--- src/rtl/fb_dma_pkg.sv ---
// Package: shared address type and burst geometry for the frame fetch block.
// Assumes: byte addressing, burst size a power of two.
package fb_dma_pkg;
    parameter int ADDR_W = 32;
    typedef logic [ADDR_W-1:0] addr_t;
endpackage

--- src/rtl/fb_base_shadow.sv ---
// Module: fb_base_shadow
// Holds the software-programmed base address. The stored value is only a
// shadow: consumers sample it when they reload, never on the write itself.
// Assumes: BURST_BYTES is a power of two; low address bits are discarded.
module fb_base_shadow #(
    parameter int BURST_BYTES = 16
) (
    input  logic                clk,
    input  logic                rst_n,
    input  logic                wr_i,
    input  fb_dma_pkg::addr_t   wdata_i,
    output fb_dma_pkg::addr_t   base_o
);
    import fb_dma_pkg::*;
    localparam addr_t LOW_MASK = addr_t'(BURST_BYTES - 1);

    addr_t base_q;

    // Capture a write with the sub-burst bits cleared.
    always_ff @(posedge clk) begin
        if (!rst_n)
            base_q <= '0;
        else if (wr_i)
            base_q <= wdata_i & ~LOW_MASK;
    end

    assign base_o = base_q;


    base_align_chk: assert property (@(posedge clk) disable iff (!rst_n)
        base_q[$clog2(BURST_BYTES)-1:0] == '0);
endmodule

--- src/rtl/fb_end_latch.sv ---
// Module: fb_end_latch
// Computes the last burst address of a frame and freezes it at each reload,
// so later base or length changes only affect the next frame.
// Assumes: frame length is at least one burst; no reset needed because the
// value is meaningless until the first reload.
module fb_end_latch #(
    parameter int LEN_W       = 20,
    parameter int BURST_BYTES = 16
) (
    input  logic                clk,
    input  logic                reload_i,
    input  fb_dma_pkg::addr_t   base_i,
    input  logic [LEN_W-1:0]    len_i,
    output fb_dma_pkg::addr_t   end_o
);
    import fb_dma_pkg::*;
    localparam addr_t LOW_MASK = addr_t'(BURST_BYTES - 1);
    localparam addr_t BURST_A  = addr_t'(BURST_BYTES);

    addr_t len_bytes;
    addr_t end_q;

    // Round the length down to whole bursts.
    always_comb len_bytes = addr_t'(len_i) & ~LOW_MASK;

    // Freeze the last burst address on a reload.
    always_ff @(posedge clk) begin
        if (reload_i)
            end_q <= base_i + len_bytes - BURST_A;
    end

    assign end_o = end_q;
endmodule

--- src/rtl/fb_cur_ptr.sv ---
// Module: fb_cur_ptr
// Fetch pointer: loads from base on the enable edge, steps one burst per
// accepted transfer, and wraps to base after the last burst of a frame.
// Assumes: xfer_i is only high while enabled; the pointer has no reset.
module fb_cur_ptr #(
    parameter int BURST_BYTES = 16
) (
    input  logic                clk,
    input  logic                rst_n,
    input  logic                load_i,
    input  logic                en_i,
    input  logic                xfer_i,
    input  fb_dma_pkg::addr_t   base_i,
    input  fb_dma_pkg::addr_t   end_i,
    output fb_dma_pkg::addr_t   cur_o,
    output logic                wrap_o,
    output logic                eof_o
);
    import fb_dma_pkg::*;
    localparam addr_t BURST_A = addr_t'(BURST_BYTES);
    localparam int    LOW_B   = $clog2(BURST_BYTES);

    addr_t cur_q;
    logic  eof_q;
    logic  loaded_q;
    logic  wrap;

    // Final burst of the frame is being accepted.
    always_comb wrap = xfer_i && (cur_q == end_i);

    // Pointer update: enable-edge load, wrap reload, or burst step.
    always_ff @(posedge clk) begin
        if (load_i || wrap)
            cur_q <= base_i;
        else if (xfer_i)
            cur_q <= cur_q + BURST_A;
    end

    // End-of-frame marker, one cycle after the final transfer.
    always_ff @(posedge clk) begin
        if (!rst_n)
            eof_q <= 1'b0;
        else
            eof_q <= wrap && !load_i;
    end

    // Tracks whether the pointer has ever been loaded.
    always_ff @(posedge clk) begin
        if (!rst_n)
            loaded_q <= 1'b0;
        else if (load_i)
            loaded_q <= 1'b1;
    end

    assign cur_o  = cur_q;
    assign wrap_o = wrap;
    assign eof_o  = eof_q;


    enable_load_chk: assert property (@(posedge clk) disable iff (!rst_n)
        load_i |=> cur_q == $past(base_i));

    step_chk: assert property (@(posedge clk) disable iff (!rst_n)
        (loaded_q && xfer_i && !load_i && cur_q != end_i) |=> cur_q == $past(cur_q) + BURST_A);

    wrap_reload_chk: assert property (@(posedge clk) disable iff (!rst_n)
        (loaded_q && xfer_i && !load_i && cur_q == end_i) |=> cur_q == $past(base_i));

    eof_mark_chk: assert property (@(posedge clk) disable iff (!rst_n)
        (loaded_q && xfer_i && !load_i && cur_q == end_i) |=> eof_o);

    hold_off_chk: assert property (@(posedge clk) disable iff (!rst_n)
        (loaded_q && !en_i && !load_i) |=> cur_q == $past(cur_q));

    ptr_align_chk: assert property (@(posedge clk) disable iff (!rst_n)
        loaded_q |-> cur_q[LOW_B-1:0] == '0);
endmodule

--- src/rtl/fb_addr_gen.sv ---
// Module: fb_addr_gen (top)
// Frame buffer fetch address generator. Detects the enable edge, raises
// the fetch request while enabled, and ties together the base shadow,
// end-address latch and fetch pointer.
// Assumes: frame_len is a multiple of 16 bytes and at least 16.
module fb_addr_gen #(
    parameter int LEN_W       = 20,
    parameter int BURST_BYTES = 16
) (
    input  logic              clk,
    input  logic              rst_n,
    input  logic              disp_en,
    input  logic              base_wr,
    input  logic [31:0]       base_wdata,
    input  logic [LEN_W-1:0]  frame_len,
    input  logic              fetch_ack,
    output logic              fetch_req,
    output logic [31:0]       cur_addr,
    output logic              eof_pulse
);
    import fb_dma_pkg::*;

    logic  en_q;
    logic  en_rise;
    logic  xfer;
    logic  wrap;
    addr_t base_val;
    addr_t end_val;

    // Registered enable for edge detection.
    always_ff @(posedge clk) begin
        if (!rst_n)
            en_q <= 1'b0;
        else
            en_q <= disp_en;
    end

    always_comb begin
        en_rise   = disp_en && !en_q;
        fetch_req = disp_en && en_q;
        xfer      = fetch_req && fetch_ack;
    end

    fb_base_shadow #(.BURST_BYTES(BURST_BYTES)) u_base (
        .clk     (clk),
        .rst_n   (rst_n),
        .wr_i    (base_wr),
        .wdata_i (base_wdata),
        .base_o  (base_val)
    );

    fb_end_latch #(.LEN_W(LEN_W), .BURST_BYTES(BURST_BYTES)) u_end (
        .clk      (clk),
        .reload_i (en_rise || wrap),
        .base_i   (base_val),
        .len_i    (frame_len),
        .end_o    (end_val)
    );

    fb_cur_ptr #(.BURST_BYTES(BURST_BYTES)) u_ptr (
        .clk    (clk),
        .rst_n  (rst_n),
        .load_i (en_rise),
        .en_i   (disp_en),
        .xfer_i (xfer),
        .base_i (base_val),
        .end_i  (end_val),
        .cur_o  (cur_addr),
        .wrap_o (wrap),
        .eof_o  (eof_pulse)
    );


    req_gate_chk: assert property (@(posedge clk) disable iff (!rst_n)
        fetch_req |-> (disp_en && $past(disp_en)));

    reset_quiet_chk: assert property (@(posedge clk)
        !rst_n |=> (!fetch_req && !eof_pulse));
endmodule

--- config.mk ---
export PLATFORM = sky130hd
export DESIGN_NAME = fb_addr_gen
export DESIGN_NICKNAME = d
export VERILOG_FILES = /design/src/rtl/fb_dma_pkg.sv /design/src/rtl/fb_base_shadow.sv /design/src/rtl/fb_end_latch.sv /design/src/rtl/fb_cur_ptr.sv /design/src/rtl/fb_addr_gen.sv
export SDC_FILE = /design/constraint.sdc
export NUM_CORES = 1
export LEC_CHECK = 0
export BUFFER_PORTS_ARGS = -buffer_cell sky130_fd_sc_hd__buf_2
export CORE_MARGIN = 5
export CORE_UTILIZATION = 44
export CTS_BUF_LIST = sky130_fd_sc_hd__clkbuf_4 sky130_fd_sc_hd__clkbuf_8 sky130_fd_sc_hd__clkbuf_16
export DETAILED_ROUTE_END_ITERATION = 16
export HOLD_SLACK_MARGIN = 0.12
export PLACE_DENSITY = 0.63
export SYNTH_ARGS = -nofsm -noshare
export SYNTH_HDL_FRONTEND = slang
export SYNTH_SLANG_ARGS = --single-unit
export TNS_END_PERCENT = 100
--- constraint.sdc ---
create_clock -name clk -period 3.7 [get_ports clk]
set_input_delay 0.37 -clock clk [delete_from_list [all_inputs] [get_ports clk]]
set_output_delay 0.37 -clock clk [all_outputs]
set_load 0.1 [all_outputs]
==> reports/metrics.cfg, run 1 <==
[outcome]
status = completed

[finish]
fillers = 1250
fin_area_um2 = 6740
area_growth_pct = 14.1
n_antenna_cell = 0
drive_gt1_share_pct = 16.0
layout.nets = 807
fin_cells = 887

[timing]
fin_setup_tns_ps = 0
fin_crit_ps = 3210
worst_pin_slew_ps = 869
hold_viol = 0
fin_crit_sh_pct = 86.7
fmax_ghz = 0.312
setup_slack_ps = 491
setup_viol = 0
finalMaxSlewViolations = 0
fin_skew_ps = 5.90
max_slew_margin_pct = 42.0
grt_setup_unrepaired = false

[yosys]
yosys.cell_count.top_type = inv_1
yosysTopAreaCell = edfxtp_1
synth.top_cell.area_share_pct = 28.5
ys.flop_type = edfxtp_1
netlist_instances = 634
synth_seq_cells = 86
ys_warn_count = 0
synth.yosys.seq_area_share_pct = 38.6
synth_common_cells = inv_1 (79), edfxtp_1 (56), xor2_1 (49), nand2_1 (45), ha_1 (43)
synth.distinct_cells = 49
synth_area_leaders = edfxtp_1 (28%), dfxtp_1 (10%), ha_1 (9.1%)
avgSynthCellArea_um2 = 9.32
synth_edf_count = 56
netlist_area_um2 = 5910
synthArstFlopShare_pct = 0

[global_route]
grt_usage_pct = 17.9
gr-max-usage-layer = met2
antenna_found_initial = 0
grtUsageMet3_pct = 3.01
grt_pass1_wl_um = 22700
grt_max_degree = 45
met2_usage_pct = 27.9
grt_pass1_vias = 4452
met1_usage_pct = 25.7
grt_overflow = 0

[clock_tree]
cts_tree = yes
numCtsBuffers = 9
htreeDepth = 3
worstSkewPairLatency_ps = 340
clkSinkCount = 86
cts-resized-gates = 0
clk_pin_slew_ps = 70
clockRootBuffer = clkbuf_16
cts_hold_buffers = 0
cts_setup_buffers = 0
cts_buffer_depth = 2

[min_path]
hold_path.startpoint = base_wdata[12]
worstHoldEndpoint = u_base.base_o[12]
hold_depth = 3
hp-class = primary input to register

[flow_run]
drv_cap = 0

[placement]
dp_cells = 871
placed_area_um2 = 6410
pre_cts_slack_ps = 436
place_congestion = 0.876
dp_hpwl_um = 10700
io_buffers = 78

[floorplanning]
die_h_um = 126
placementRows = 42
die_w_um = 126
core_um2 = 13200
die_area_um2 = 15800
io_pins = 91
floorplan.initialDensity_pct = 44.8

[setup_path]
ff2ff_path_depth = 11
r2r-start = u_base.base_o[5]
crit_required_ps = 3800
critical_path_class = register to register
arrival_ps = 3310
rrSetupSlack_ps = 490
cp-end-kind = register
timing.rr.end = u_end.end_o[31]
critPathMaxFanout = 4
startpoint_type = register

[routing]
wire_per_inst_um = 15.7
firstDrtPassIters = 6
wirelength_um = 13900
drcViolationCount = 0
vias_per_cell = 5.09
final_antenna_net_count = 0
first_iter_violations = 315
vias = 4518

[power]
pwr_density_cell_nw_per_um2 = 479
power_w = 0.00323
p_leak_nw = 2.90
vdd_drop_max_v = 0.000246

-- worst max path at each step --
stage | start | end
after floorplan | u_ptr.cur_o[12] | u_ptr.cur_o[10]
after global placement | frame_len[5] | u_end.end_o[31]
after detailed placement | frame_len[5] | u_end.end_o[31]
after CTS | u_base.base_o[5] | u_end.end_o[31]
after global routing | u_base.base_o[5] | u_end.end_o[31]
final | u_base.base_o[5] | u_end.end_o[31]
-- metrics by stage --
step                util [%]  hold slack (ps)
floorplan                  -              483
CTS                     51.1              268
detailed placement      48.6              507
global placement        48.6              499
finish                  51.1              280
global route            51.1              289
-- state kept, by name, summed over array words and instances (netlist names) --
register,flops
u_base.base_o,28
u_ptr.cur_o,28
en_q,1
u_end.end_o,28
u_ptr.eof_o,1
-- worst max-delay path, cell delays in order, from the launching register on --
cell	delay, ps
dfxtp_1	360
inv_1	60
ha_1	270
inv_1	40
ha_1	220
fa_1	450
a211oi_1	340
o211ai_1	180
a41oi_1	350
o221ai_1	300
a31oi_1	300
xnor2_1	90
-- cell type report --
cell class	instances	area, um2	area share (%)
clock buffer	11	264	3.92
clock inverter	5	63.8	0.947
inverter	79	297	4.40
multi-input combinational	449	3200	47.5
sequential	86	2280	33.9
tap	176	220	3.27
timing repair buffer	81	413	6.13
-- cell families after synthesis --
group,Yosys count,share of synthesized area [%]
DFF,86,38.6
AOI/OAI and AO/OA,106,11.8
and+or+nand+nor,187,16.0
other,1,0.0635
buffers and inverters,102,7.37
muxes,31,5.32
adders and majority gates,44,9.45
xor gates and xnor gates,77,11.4
-- cell usage in the layout, fill, tap and decap left out, types with 8 or more instances in the layout --
master | netlist | final
nor2_1 | 41 | 41
xnor2_1 | 28 | 28
o21ai_0 | 28 | 28
xor2_1 | 49 | 49
edfxtp_1 | 56 | 56
and4_1 | 8 | 8
buf_2 | 0 | 78
ha_1 | 43 | 43
a21oi_1 | 26 | 26
nand3_1 | 20 | 20
a21oi_2 | 12 | 12
inv_1 | 79 | 79
dfxtp_1 | 30 | 30
nor4_1 | 8 | 8
nand4_1 | 13 | 13
nand2_1 | 45 | 45
nor2b_1 | 30 | 30
clkbuf_16 | 0 | 10
mux2i_1 | 28 | 28
-- metal layers --
| metal | wire length (um) | share of wire (%) |
|---|---|---|
| met2 | 6080 | 44 |
| met5 | 0 | 0 |
| met4 | 157 | 1.1 |
| met3 | 568 | 4.1 |
| met1 | 7080 | 51 |
-- power breakdown --
group / switching [W] / internal [W] / total, W
logic: 0.000651 / 0.000332 / 0.000984
registers: 0.0000909 / 0.00117 / 0.00126
clock network: 0.000401 / 0.000588 / 0.000989
total: 0.00114 / 0.00209 / 0.00323
No activity file was read; power rests on OpenSTA's default activity.
==> run 2, diff against run 1 <==
Settings changed: REMOVE_ABC_BUFFERS set to 1.
==> reports/metrics.cfg, run 2 (synthesized netlist as in run 1, its figures left out) <==
[timing]
setup_slack_ps = 561  ; was 491 ps
setup_viol = 0  ; unchanged
fin_crit_ps = 3140  ; was 3210 ps
holdWs_ps = 267  ; was 280 ps
worst_pin_slew_ps = 902  ; was 869 ps
finalMaxSlewViolations = 0  ; unchanged
fin_skew_ps = 9.50  ; was 5.90 ps
fin_crit_sh_pct = 84.8  ; was 86.7%
hold_viol = 0  ; unchanged
grt_setup_unrepaired = false  ; unchanged
fmax_ghz = 0.319  ; was 0.312 GHz
max_slew_margin_pct = 39.8  ; was 42.0%
fin_setup_tns_ps = 0  ; unchanged

[min_path]
worstHoldEndpoint = en_q  ; was u_base.base_o[12]
hp-class = primary input to register  ; unchanged
hold_depth = 2  ; was 3
hold_path.startpoint = disp_en  ; was base_wdata[12]

[setup_path]
slowest_stage = fa_1  ; unchanged
arrival_ps = 3240  ; was 3310 ps
ff2ff_path_depth = 11  ; unchanged
r2r-start = u_base.base_o[5]  ; unchanged
critPathMaxFanout = 4  ; unchanged
cp_cell_sequence = inv_1, ha_1, inv_1, ha_1, fa_1, a211oi_1, o211ai_1, a41oi_1, o221ai_1, a31oi_1, xnor2_1  ; unchanged
crit_required_ps = 3800  ; about the same
timing.rr.end = u_end.end_o[31]  ; unchanged
rrSetupSlack_ps = 560  ; was 490 ps
cp-end-kind = register  ; unchanged
critical_path_class = register to register  ; unchanged
max_stage_delay_ps = 470  ; was 450 ps
startpoint = u_base.base_o[5]  ; unchanged
startpoint_type = register  ; unchanged

[power]
switching_share_pct = 35.8  ; was 35.4%
p_sw_w = 0.00114  ; about the same
pwr-share-seq_pct = 39.5  ; was 38.9%
p_leak_nw = 2.89  ; was 2.90 nW
vdd_drop_max_v = 0.000233  ; was 0.000246 V
clkPwrFrac_pct = 29.6  ; was 30.6%
pwr_density_cell_nw_per_um2 = 474  ; was 479 nW/um2
share_comb_of_total_power_pct = 30.9  ; was 30.4%
internal-power_w = 0.00205  ; was 0.00209 W

[global_route]
grt_pass1_wl_um = 22400  ; was 22700 um
antenna_found_initial = 0  ; unchanged
grt_pass1_vias = 4415  ; was 4452
grt_overflow = 0  ; unchanged
grt_max_degree = 45  ; unchanged
grt_usage_pct = 17.6  ; was 17.9%

[routing]
wire_per_inst_um = 15.6  ; was 15.7 um
first_iter_violations = 297  ; was 315
vias = 4496  ; was 4518
vias_per_cell = 5.06  ; was 5.09
drcViolationCount = 0  ; unchanged
wirelength_um = 13800  ; was 13900 um
final_antenna_net_count = 0  ; unchanged
firstDrtPassIters = 4  ; was 6

[floorplanning]
die_area_um2 = 15800  ; unchanged
core_um2 = 13200  ; unchanged
placementRows = 42  ; unchanged
die_w_um = 126  ; unchanged
floorplan.initialDensity_pct = 44.8  ; unchanged
die_h_um = 126  ; unchanged
io_pins = 91  ; unchanged

[clock_tree]
cts_setup_buffers = 0  ; unchanged
htreeDepth = 3  ; unchanged
worstSkewPairLatency_ps = 350  ; was 340 ps
clockRootBuffer = clkbuf_16  ; unchanged
cts_tree = yes  ; unchanged
cts_buffer_depth = 2  ; unchanged
clk_pin_slew_ps = 70  ; about the same
clkSinkCount = 86  ; unchanged
cts_hold_buffers = 0  ; unchanged
numCtsBuffers = 9  ; unchanged
cts-resized-gates = 0  ; unchanged

[finish]
final_cell_mix = inv_1 (79), buf_2 (78), edfxtp_1 (56), xor2_1 (49), nand2_1 (45)  ; unchanged
drive_gt1_share_pct = 16.2  ; was 16.0%
n_antenna_cell = 0  ; unchanged
layout.nets = 808  ; was 807
fin_area_um2 = 6730  ; was 6740 um2
area_growth_pct = 13.9  ; was 14.1%
final_common_cell = inv_1  ; unchanged

[placement]
pre_cts_slack_ps = 494  ; was 436 ps
dp_hpwl_um = 10700  ; about the same
placed_area_um2 = 6420  ; was 6410 um2
io_buffers = 78  ; unchanged
place_congestion = 0.876  ; about the same

[outcome]
status = completed  ; unchanged

[flow_run]
drv_cap = 0  ; unchanged

-- run 2: cell count changes in the layout (fill, tap and decap cells not counted), sizes merged --
cell	change
buf	+1
clkbuf	-1
clkinv	-1
clkinvlp	+2
-- run 2: per-layer routing --
layer  global-route usage, %  vias to the layer above  part of all wire (%)
li1                        -                     2319                     -
met5                       0                        -                     0
met1                    25.8                     2064                    50
met4                    5.99                        0                   1.7
met3                    2.50                       15                   4.8
met2                    26.8                       98                    43
-- run 2: area by class of cell --
type | instances | area [um2]
fillers | 1225 | 6460
multi-input cells | 449 | 3200
flip-flops and latches | 86 | 2280
repair buffers | 82 | 420
inverters | 79 | 297
clock buffers | 10 | 239
well taps | 176 | 220
clock inverters | 6 | 70.1
-- run 2: critical path, delay by kind of cell (launching register included) --
family | cells | cell delay, ps
AO/OA/AOI/OAI | 5 | 1420
flip-flops | 1 | 350
XOR/XNOR | 1 | 90
buffers and inverters | 2 | 90
adder cells (fa/ha/maj) | 3 | 950
-- run 2: power groups by stage --
stage          Clock [W]  Combinational, W  Sequential [W]
2_1_floorplan          0          0.000568         0.00145
3_3_place_gp           0          0.000970         0.00128
3_5_place_dp           0          0.000981         0.00128
4_1_cts         0.000970          0.000986         0.00126
5_1_grt          0.00101           0.00108         0.00127
6_report        0.000945          0.000985         0.00126
-- run 2: worst max path at each step --
stage,to,slack [ps],cells after the start
floorplan,u_ptr.cur_o[10],-1200,5
global placement,u_end.end_o[31],480,12
detailed placement,u_end.end_o[31],490,12
CTS,u_end.end_o[31],570,11
global route,u_end.end_o[31],230,11
finish,u_end.end_o[31],560,11
-- run 2: metrics by stage --
stage | total power (W) | std cells | util [%]
global route | 0.00336 | 888 | 51.0
CTS | 0.00322 | 888 | 51.0
finish | 0.00319 | 888 | 51.0
floorplan | 0.00202 | 614 | -
global placement | 0.00225 | 872 | 48.7
detailed placement | 0.00226 | 872 | 48.7
